**src/rtl/iqbuf_pkg.sv**
```systemverilog
package iqbuf_pkg;
    localparam int SAMPLE_W = 32;
    typedef logic [SAMPLE_W-1:0] sample_t;

    typedef enum logic [1:0] {
        SEQ_IDLE = 2'd0,
        SEQ_RUN  = 2'd1,
        SEQ_DONE = 2'd2
    } seq_state_e;

    typedef enum logic [1:0] {
        SRC_ADC   = 2'd0,
        SRC_COUNT = 2'd1,
        SRC_LOOP  = 2'd2
    } src_sel_e;
endpackage

```
**src/rtl/iqbuf_seq.sv**
```systemverilog
// Sequencer for one direction: counts accesses, wraps the address,
// pulses an interrupt at the end of each RAM half, and holds done.
module iqbuf_seq
    import iqbuf_pkg::*;
#(
    parameter int DEPTH = 16,
    parameter int LEN_W = 12,
    localparam int ADDR_W = $clog2(DEPTH),
    localparam int HALF_W = ADDR_W - 1
) (
    input  logic              clk,
    input  logic              rst_n,
    input  logic              trig_i,
    input  logic [LEN_W-1:0]  len_i,
    input  logic              clr_i,
    output logic              act_o,
    output logic [ADDR_W-1:0] addr_o,
    output logic              irq_o,
    output logic              irq_half_o,
    output logic              done_o
);
    typedef struct packed {
        seq_state_e       st;
        logic [LEN_W-1:0] cnt;
        logic             irq;
        logic             half;
    } seq_t;

    seq_t s_d, s_q;

    always_comb begin
        s_d     = s_q;
        s_d.irq = 1'b0;
        case (s_q.st)
            SEQ_IDLE: begin
                if (trig_i) begin
                    s_d.cnt = '0;
                    s_d.st  = (len_i == '0) ? SEQ_DONE : SEQ_RUN;
                end
            end
            SEQ_RUN: begin
                if (&s_q.cnt[HALF_W-1:0]) begin
                    s_d.irq  = 1'b1;
                    s_d.half = s_q.cnt[HALF_W];
                end
                if (s_q.cnt == len_i - 1'b1) s_d.st  = SEQ_DONE;
                else                         s_d.cnt = s_q.cnt + 1'b1;
            end
            SEQ_DONE: begin
                if (clr_i) s_d.st = SEQ_IDLE;
            end
            default: s_d.st = SEQ_IDLE;
        endcase
    end

    always_ff @(posedge clk or negedge rst_n) begin
        if (!rst_n) s_q <= '{st: SEQ_IDLE, cnt: '0, irq: 1'b0, half: 1'b0};
        else        s_q <= s_d;
    end

    logic idle_q;
    assign idle_q     = (s_q.st == SEQ_IDLE);
    assign act_o      = (s_q.st == SEQ_RUN);
    assign addr_o     = s_q.cnt[ADDR_W-1:0];
    assign irq_o      = s_q.irq;
    assign irq_half_o = s_q.half;
    assign done_o     = (s_q.st == SEQ_DONE);


    addr_step_chk: assert property (@(posedge clk) disable iff (!rst_n)
        act_o && $past(act_o) |-> addr_o == ADDR_W'($past(addr_o) + 1'b1));

    start_at_zero_chk: assert property (@(posedge clk) disable iff (!rst_n)
        $past(trig_i) && $past(idle_q) && ($past(len_i) != '0) |-> act_o && addr_o == '0);

    irq_source_chk: assert property (@(posedge clk) disable iff (!rst_n)
        irq_o |-> $past(act_o) && (&$past(addr_o[HALF_W-1:0])));

    done_sticky_chk: assert property (@(posedge clk) disable iff (!rst_n)
        done_o && !clr_i |=> done_o);
endmodule

```
**src/rtl/iqbuf_src.sv**
```systemverilog
// Receive source selection.
module iqbuf_src
    import iqbuf_pkg::*;
(
    input  logic [1:0] mode_i,
    input  sample_t    adc_i,
    input  sample_t    count_i,
    input  sample_t    loop_i,
    output sample_t    sample_o
);
    always_comb begin
        case (mode_i)
            SRC_COUNT: sample_o = count_i;
            SRC_LOOP:  sample_o = loop_i;
            default:   sample_o = adc_i;
        endcase
    end
endmodule

```
**src/rtl/trig_iq_buffer.sv**
```systemverilog
module trig_iq_buffer
    import iqbuf_pkg::*;
#(
    parameter int DEPTH = 16,
    parameter int LEN_W = 12,
    localparam int ADDR_W = $clog2(DEPTH)
) (
    input  logic              clk,
    input  logic              rst_n,
    input  logic              trigger_i,
    input  logic [1:0]        mode_i,
    input  logic [LEN_W-1:0]  tx_len_i,
    input  logic [LEN_W-1:0]  rx_len_i,
    input  logic              tx_done_clr_i,
    input  logic              rx_done_clr_i,
    input  logic [31:0]       adc_data_i,
    output logic [31:0]       dac_data_o,
    output logic              txram_rd_o,
    output logic [ADDR_W-1:0] txram_addr_o,
    input  logic [31:0]       txram_rdata_i,
    output logic              rxram_we_o,
    output logic [ADDR_W-1:0] rxram_addr_o,
    output logic [31:0]       rxram_wdata_o,
    output logic              tx_irq_o,
    output logic              tx_irq_half_o,
    output logic              rx_irq_o,
    output logic              rx_irq_half_o,
    output logic              tx_done_o,
    output logic              rx_done_o
);
    typedef struct packed {
        sample_t ctr;
        logic    tx_vld;
    } top_t;

    top_t t_d, t_q;

    iqbuf_seq #(.DEPTH(DEPTH), .LEN_W(LEN_W)) u_tx_seq (
        .clk(clk), .rst_n(rst_n), .trig_i(trigger_i), .len_i(tx_len_i),
        .clr_i(tx_done_clr_i), .act_o(txram_rd_o), .addr_o(txram_addr_o),
        .irq_o(tx_irq_o), .irq_half_o(tx_irq_half_o), .done_o(tx_done_o)
    );

    iqbuf_seq #(.DEPTH(DEPTH), .LEN_W(LEN_W)) u_rx_seq (
        .clk(clk), .rst_n(rst_n), .trig_i(trigger_i), .len_i(rx_len_i),
        .clr_i(rx_done_clr_i), .act_o(rxram_we_o), .addr_o(rxram_addr_o),
        .irq_o(rx_irq_o), .irq_half_o(rx_irq_half_o), .done_o(rx_done_o)
    );

    always_comb begin
        t_d        = t_q;
        t_d.ctr    = t_q.ctr + 1'b1;
        t_d.tx_vld = txram_rd_o;
    end

    always_ff @(posedge clk or negedge rst_n) begin
        if (!rst_n) t_q <= '{ctr: '0, tx_vld: 1'b0};
        else        t_q <= t_d;
    end

    assign dac_data_o = t_q.tx_vld ? txram_rdata_i : '0;

    iqbuf_src u_src (
        .mode_i(mode_i), .adc_i(adc_data_i), .count_i(t_q.ctr),
        .loop_i(dac_data_o), .sample_o(rxram_wdata_o)
    );


    dac_quiet_chk: assert property (@(posedge clk) disable iff (!rst_n)
        tx_done_o && $past(tx_done_o) |-> dac_data_o == '0);

    count_step_chk: assert property (@(posedge clk) disable iff (!rst_n)
        rxram_we_o && $past(rxram_we_o) && mode_i == SRC_COUNT && $past(mode_i) == SRC_COUNT
        |-> rxram_wdata_o == $past(rxram_wdata_o) + 1'b1);
endmodule

```
**config.mk**
```make
export PLATFORM = sky130hd
export DESIGN_NAME = trig_iq_buffer
export DESIGN_NICKNAME = d
export VERILOG_FILES = /design/src/rtl/iqbuf_pkg.sv /design/src/rtl/iqbuf_seq.sv /design/src/rtl/iqbuf_src.sv /design/src/rtl/trig_iq_buffer.sv
export SDC_FILE = /design/constraint.sdc
export NUM_CORES = 1
export LEC_CHECK = 0
export BUFFER_PORTS_ARGS = -buffer_cell sky130_fd_sc_hd__buf_2
export CORE_MARGIN = 1
export CORE_UTILIZATION = 36
export CTS_CLUSTER_SIZE = 40
export DETAILED_ROUTE_END_ITERATION = 8
export PLACE_DENSITY_LB_ADDON = 0.15
export SYNTH_ARGS = -nofsm -noshare
export SYNTH_HDL_FRONTEND = slang
export SYNTH_SLANG_ARGS = --single-unit
```
**constraint.sdc**
```tcl
create_clock -name clk -period 3 [get_ports clk]
set_input_delay 0.6 -clock clk [delete_from_list [all_inputs] [get_ports clk]]
set_output_delay 0.6 -clock clk [all_outputs]
set_load 0.01 [all_outputs]
```
==> results.toml, run 1 <==
[run_status]
outcome = "complete, no violations"

[cts]
numCtsBuffers = 9
ctsResizeCount = 0
htree_levels = 3
clockBufferDepth = 2
clock_latency_ns = 0.32
hold_buffers = 0
numClockSinks = 65
cts_tree = "done"
post_cts_buffers = 0
clkTransAtPathRegs_ns = 0.06
cts_root_buf = "clkbuf_16"

[logic_synthesis]
synth.yosys.seq_area_share_pct = 33.9
synthCells = 574
ys_ff_latch = 65
syn_nets = 680
yosysUniqueCellTypes = 64
yosys_warnings = 0
avgSynthCellArea_um2 = 8.37
async_reset_ff_share_pct = 100
syn_area_um2 = 4800
synth_edf_count = 0
synthFlopType = "dfrtp_1"

[global_route]
grtUsageTotal_pct = 20.7
grt_pass1_vias = 4676
grt_pass1_wl_um = 23300
antenna_found_initial = 0
grt_max_degree = 38
overflow = 0

[critical_path]
r2r_start = "u_tx_seq.s_q[7]$_DFFE_PN0P_"
crit_end = "u_tx_seq.s_q[11]$_DFFE_PN0P_"
crit_buf_inv = 1
max_stage_delay_ns = 0.53
crit_type = "in -> reg"
cp_max_fo = 4
start_kind = "primary input"
crit_arrival_ns = 2.94
crit_path_start = "tx_len_i[3]"
ff2ff_setup_slack_ns = 0.58
endpoint_kind = "flip-flop"
crit_slowest_cell = "or4_4"
worstPathRequired_ns = 3.19
crit_cells = 8
rr_worst_depth = 7
crit_chain = "buf_2 > or4_4 > or3_4 > a2111oi_4 > and3_1 > or4b_1 > nand3b_1 > a21oi_1"
r2r-end = "u_tx_seq.s_q[11]$_DFFE_PN0P_"
path_delay_family = "simple AND/OR/NAND/NOR gates"

[detailed_routing]
ant_nets = 0
first_pass_iters = 4
wl_um = 14200
drt-initial-drc-count = 206
avgRoutedWirePerCell_um = 15.4
post_drt_via_cell_ratio = 5.25
num_vias = 4854
drcViolationCount = 0

[timing]
finClkSkew_ns = 0.00498
finalSetupTns_ns = 0
hold_viol_final = 0
setup_viol = 0
slew_headroom_pct = 55.2
rsz0062_at_grt = "no"
fin_crit_ns = 2.75
fmax_ghz = 0.364
worst_pin_slew_ns = 0.672
drv_slew = 0
period_share_pct = 91.5

[layout]
syn2layout_area_growth_pct = 29.7
n_fill_cell = 1317
fin_util_pct = 48.6
drive_gt1_share_pct = 30.9
num_antenna_cells = 0
final-instance-count-excl-fill = 925
nets = 854

[floorplan]
die_area_um2 = 13800
die_height_um = 118
num_rows = 41
die_x_um = 118
io_pins = 175
coreArea_um2 = 12800
initial_utilization_pct = 37.5

[flow_run]
drv_cap = 0

[placement]
place_inst = 909
dp_hpwl_um = 11300
gp_congestion = 0.921
port_buffers = 174

[pwr]
power.density_nw_per_um2 = 576
totalPowerFinal_w = 0.00359
irDropWorstVdd_v = 0.000466
leakagePower_nw = 2.91

[worst_hold_path]
hold_path.class = "in -> async"
==> routing by layer <==
metal	vias up	track usage (%)	part of all wire, %
li1	2411	-	-
met1	2279	26.8	45
met2	151	34.9	48
met3	13	4.17	5.2
met4	0	5.37	1.5
met5	-	0	0
==> cell type report <==
cell class | instances | area, µm² | area share, %
Clock buffer | 10 | 239 | 3.83
Multi-Input combinational cell | 452 | 2930 | 47.0
Clock inverter | 6 | 65.1 | 1.04
Sequential cell | 65 | 1630 | 26.1
Inverter | 19 | 71.3 | 1.14
Timing Repair Buffer | 201 | 1090 | 17.4
Tap cell | 172 | 215 | 3.45
==> logic make-up (layout without fill, tap and decap cells) <==
group,count (synthesis),in the layout,share of synthesized area (%)
simple gates,242,242,26.5
xor+xnor,62,62,11.3
flops,65,65,33.9
buf+inv,57,236,5.16
fa+ha+maj,11,11,2.87
mux,2,2,0.417
compound gates,135,135,19.9
==> cells in the mapped netlist (2+ instances only) <==
cell type	count	share of area (%)
or3_1	5	0.65
clkbuf_1	26	2.0
nand2b_1	3	0.39
o211ai_1	9	1.4
nor3_1	18	1.9
buf_4	9	1.4
and3_1	14	1.8
and4_1	5	0.91
inv_1	19	1.5
o21ba_2	2	0.42
dfrtp_1	65	34
nor4_2	2	0.52
xnor2_1	45	8.2
mux2i_1	2	0.42
nor2_1	31	2.4
nand2_1	71	5.5
o41ai_1	2	0.36
a211oi_1	3	0.47
a22o_1	2	0.36
or4_1	3	0.47
nor4_1	5	0.65
o21ai_1	3	0.31
nand4_1	13	1.7
ha_1	11	2.9
o31ai_1	4	0.63
o21bai_1	2	0.31
o21a_1	2	0.31
and2_1	36	4.7
o21ai_0	37	3.9
xor2_1	17	3.1
nand3b_1	3	0.47
nand3_1	22	2.3
a21oi_1	10	1.0
a22oi_1	33	5.2
nand4b_1	3	0.55
or4_4	2	0.47
a31oi_1	4	0.52
a41oi_1	3	0.55
buf_1	3	0.23
==> power breakdown <==
part,internal (W),total [W],leakage (nW),switching (W)
registers,0.00101,0.00127,0.848,0.000256
logic,0.000589,0.00127,1.91,0.000683
clock network,0.000666,0.00105,0.149,0.000381
==> worst min-delay path by stage <==
stage	endpoint	from	depth (start not counted)
6_report	t_q[7]$_DFF_PN0_	rst_n	1
5_1_grt	t_q[7]$_DFF_PN0_	rst_n	1
4_1_cts	t_q[7]$_DFF_PN0_	rst_n	1
3_5_place_dp	u_tx_seq.irq_half_o$_DFFE_PN0P_	u_tx_seq.irq_half_o$_DFFE_PN0P_	2
3_3_place_gp	u_tx_seq.irq_half_o$_DFFE_PN0P_	u_tx_seq.irq_half_o$_DFFE_PN0P_	2
2_1_floorplan	t_q[0]$_DFF_PN0_	rst_n	0
==> cells in the final DEF (no fill, tap or decap), drive strengths merged, types with 4 or more instances in the layout <==
cell type	instances
o31ai	4
nand2	71
a22oi	33
xor2	17
dfrtp	65
and2	36
nand3	22
o21ai	40
inv	20
a21oi	11
nand4	13
ha	11
nor2	31
and4	5
a31oi	4
or4	5
nor3	19
o211ai	9
buf	201
xnor2	45
clkbuf	10
and3	14
nor4	7
or3	6
==> worst reg2reg max path: cells and delay by family, from the launching register on <==
family	cells	cell delay (ns)
AOI/OAI and AO/OA	2	0.46
xor gates and xnor gates	1	0.17
and+or+nand+nor	4	1.20
DFF	1	0.46
==> per-stage QoR <==
| step | area [µm²] | hold slack (ns) | worst slack (ns) |
|---|---|---|---|
| finish | 6230 | 0.308 | 0.254 |
| global route | 6230 | 0.350 | 0.153 |
| CTS | 6230 | 0.323 | 0.260 |
| detailed placement | 5930 | 0.467 | -0.0774 |
| global placement | 5930 | 0.463 | -0.0533 |
| floorplan | 4800 | 0.304 | 0.141 |
==> registers in the layout, indices dropped and copies added (netlist names) <==
signal and count:
u_tx_seq.irq_o 1, u_tx_seq.irq_half_o 1, u_tx_seq.s_q 10, t_q 33
u_tx_seq.addr_o 4, u_rx_seq.irq_half_o 1, u_rx_seq.irq_o 1, u_rx_seq.addr_o 4
u_rx_seq.s_q 10
Power figures use the tool's default switching activity.
==> run 2: changes to the inputs <==
--- a/config.mk
+++ b/config.mk
@@ -10,7 +10,8 @@
 export CORE_UTILIZATION = 36
 export CTS_CLUSTER_SIZE = 40
 export DETAILED_ROUTE_END_ITERATION = 8
-export PLACE_DENSITY_LB_ADDON = 0.15
+export PLACE_DENSITY = 0.66
+export RECOVER_POWER = 50
 export SYNTH_ARGS = -nofsm -noshare
 export SYNTH_HDL_FRONTEND = slang
 export SYNTH_SLANG_ARGS = --single-unit
==> run 2 against run 1 <==
  * The flow now finishes with violations (capacitance limit, slew limit)
  * Power decreased by 0.86%
  * Sequential power hardly changed
  * Via count grew 1.3%
  * Routed wire length rose by 2.8%
  * Critical path depth stayed put
  * Clock power barely moved
  * Design area is 1.2% lower
  * Clock-buffer cell count increased by 2
  * First-iteration DRC count up 54%
  * Critical path type unchanged
  * Critical endpoint is now u_tx_seq.s_q[10]$_DFFE_PN0P_
==> results.toml, run 2 (synthesized netlist as in run 1, its figures left out) <==
[critical_path]
crit_type = "in -> reg"
ff2ff_setup_slack_ns = 0.55
crit_top_cell = "or4_4"
crit_slowest_cell = "or4_4"
endpoint_kind = "flip-flop"
cp_max_fo = 4
crit_arrival_ns = 3.00
max_stage_delay_ns = 0.52
start_kind = "primary input"
r2r_start = "u_tx_seq.s_q[7]$_DFFE_PN0P_"
rr_worst_depth = 7
worstPathRequired_ns = 3.24
crit_chain = "buf_2 > or4_4 > or3_4 > a2111oi_4 > o2111ai_2 > or4_4 > a21o_1 > a21oi_2"
r2r-end = "u_tx_seq.s_q[10]$_DFFE_PN0P_"

[floorplan]
coreArea_um2 = 12800
io_pins = 175
num_rows = 41
die_x_um = 118
die_height_um = 118
die_area_um2 = 13800
initial_utilization_pct = 37.5

[timing]
finalSetupTns_ns = 0
hold_viol_final = 0
drv_slew = 66
worst_pin_slew_ns = 1.61
slew_headroom_pct = -7.07
period_share_pct = 92.0
rsz0062_at_grt = "no"
fmax_ghz = 0.362
fin_crit_ns = 2.76
setup_viol = 0
finClkSkew_ns = 0.00531

[detailed_routing]
drt-initial-drc-count = 317
ant_nets = 0
first_pass_iters = 4
wl_um = 14600
num_vias = 4916
drcViolationCount = 0
avgRoutedWirePerCell_um = 15.9
post_drt_via_cell_ratio = 5.34

[placement]
dpl_cell_area_um2 = 5890
place_inst = 904
dp_hpwl_um = 11600
gp_congestion = 0.969
port_buffers = 174

[layout]
final-instance-count-excl-fill = 920
layout_commonest_cell = "buf_2"
largest_register_ffs = 33
nets = 849
seqCellArea_um2 = 1630
n_fill_cell = 1282
multiInputGateArea_um2 = 2930
top_register = "t_q"
drive_gt1_share_pct = 28.1
final_cell_mix = "buf_2, nand2_1, dfrtp_1"
num_antenna_cells = 0
reg_top3 = "t_q (33), u_rx_seq.s_q (10), u_tx_seq.s_q (10)"
fin_area_um2 = 6150
syn2layout_area_growth_pct = 28.1

[pwr]
internal-power_w = 0.00224
p_comb_share_pct = 34.8
seqPwrFrac_pct = 36.2
irDropWorstVdd_v = 0.000334
power.density_nw_per_um2 = 578
leakagePower_nw = 2.82
p_sw_share_pct = 37.0
totalPowerFinal_w = 0.00356
clkPwrFrac_pct = 29.0
p_sw_w = 0.00132

[global_route]
overflow = 0
grt_pass1_vias = 4766
grt_pass1_wl_um = 23800
grtUsageTotal_pct = 21.3
grt_max_degree = 66
antenna_found_initial = 0

[cts]
hold_buffers = 0
ctsResizeCount = 0
htree_levels = 3
numCtsBuffers = 9
numClockSinks = 65
cts_tree = "done"
clkTransAtPathRegs_ns = 0.06
post_cts_buffers = 0
clock_latency_ns = 0.32
clockBufferDepth = 2
cts_root_buf = "clkbuf_16"

[worst_hold_path]
hold_path.class = "reg -> reg"
worstHoldEndpoint = "t_q[32]$_DFF_PN0_"
min_path_cells = 1
hold_start = "t_q[32]$_DFF_PN0_"

[run_status]
violations = "capacitance limit, slew limit"
outcome = "finished with violations"

[flow_run]
drv_cap = 1
-- run 2: layout make-up --
cell class	instances	area share, %
well taps	172	3.50
repair buffers	196	16.5
inverters	19	1.16
clock inverters	4	0.834
flip-flops and latches	65	26.4
multi-input cells	452	47.6
clock buffers	12	4.00
-- run 2: stage by stage --
stage	hold WS, ns	util (%)	setup WS [ns]
2_1_floorplan	0.304	-	0.141
3_3_place_gp	0.462	45.9	-0.0391
3_5_place_dp	0.463	45.9	-0.0873
4_1_cts	0.314	48.3	0.244
5_1_grt	0.488	48.0	0.123
6_report	0.477	48.0	0.241
-- run 2: how the worst max path moves through the flow --
stage                           start                      endpoint  cells after the start
after floorplan           tx_len_i[3]  u_tx_seq.s_q[10]$_DFFE_PN0P_                      7
after global placement    tx_len_i[3]  u_tx_seq.s_q[10]$_DFFE_PN0P_                      8
after detailed placement  tx_len_i[3]  u_tx_seq.s_q[10]$_DFFE_PN0P_                      8
after CTS                 tx_len_i[3]  u_tx_seq.s_q[10]$_DFFE_PN0P_                      8
after global routing      rx_len_i[2]  u_rx_seq.s_q[10]$_DFFE_PN0P_                      9
final                     tx_len_i[3]  u_tx_seq.s_q[10]$_DFFE_PN0P_                      8
-- run 2: critical path, delay by kind of cell --
kind,cells,cell delay [ns]
AOI/OAI and AO/OA,4,0.90
buffers and inverters,1,0.10
and+or+nand+nor,3,1.39
-- run 2: power by group through the flow --
stage	combinational [W]	sequential (W)	clock, W
4_1_cts	0.00127	0.00128	0.00105
3_5_place_dp	0.00127	0.00129	0
3_3_place_gp	0.00124	0.00129	0
6_report	0.00124	0.00129	0.00103
5_1_grt	0.00138	0.00132	0.00111
2_1_floorplan	0.000961	0.00115	0
-- run 2: layer usage --
| layer | GRT usage [%] | wire (µm) | vias to the layer above | part of all wire [%] |
|---|---|---|---|---|
| met5 | 0 | 0 | - | 0 |
| met4 | 5.37 | 232 | 0 | 1.6 |
| met3 | 4.02 | 719 | 14 | 4.9 |
| met2 | 37.0 | 7230 | 158 | 49 |
| met1 | 27.1 | 6430 | 2346 | 44 |
| li1 | - | - | 2398 | - |
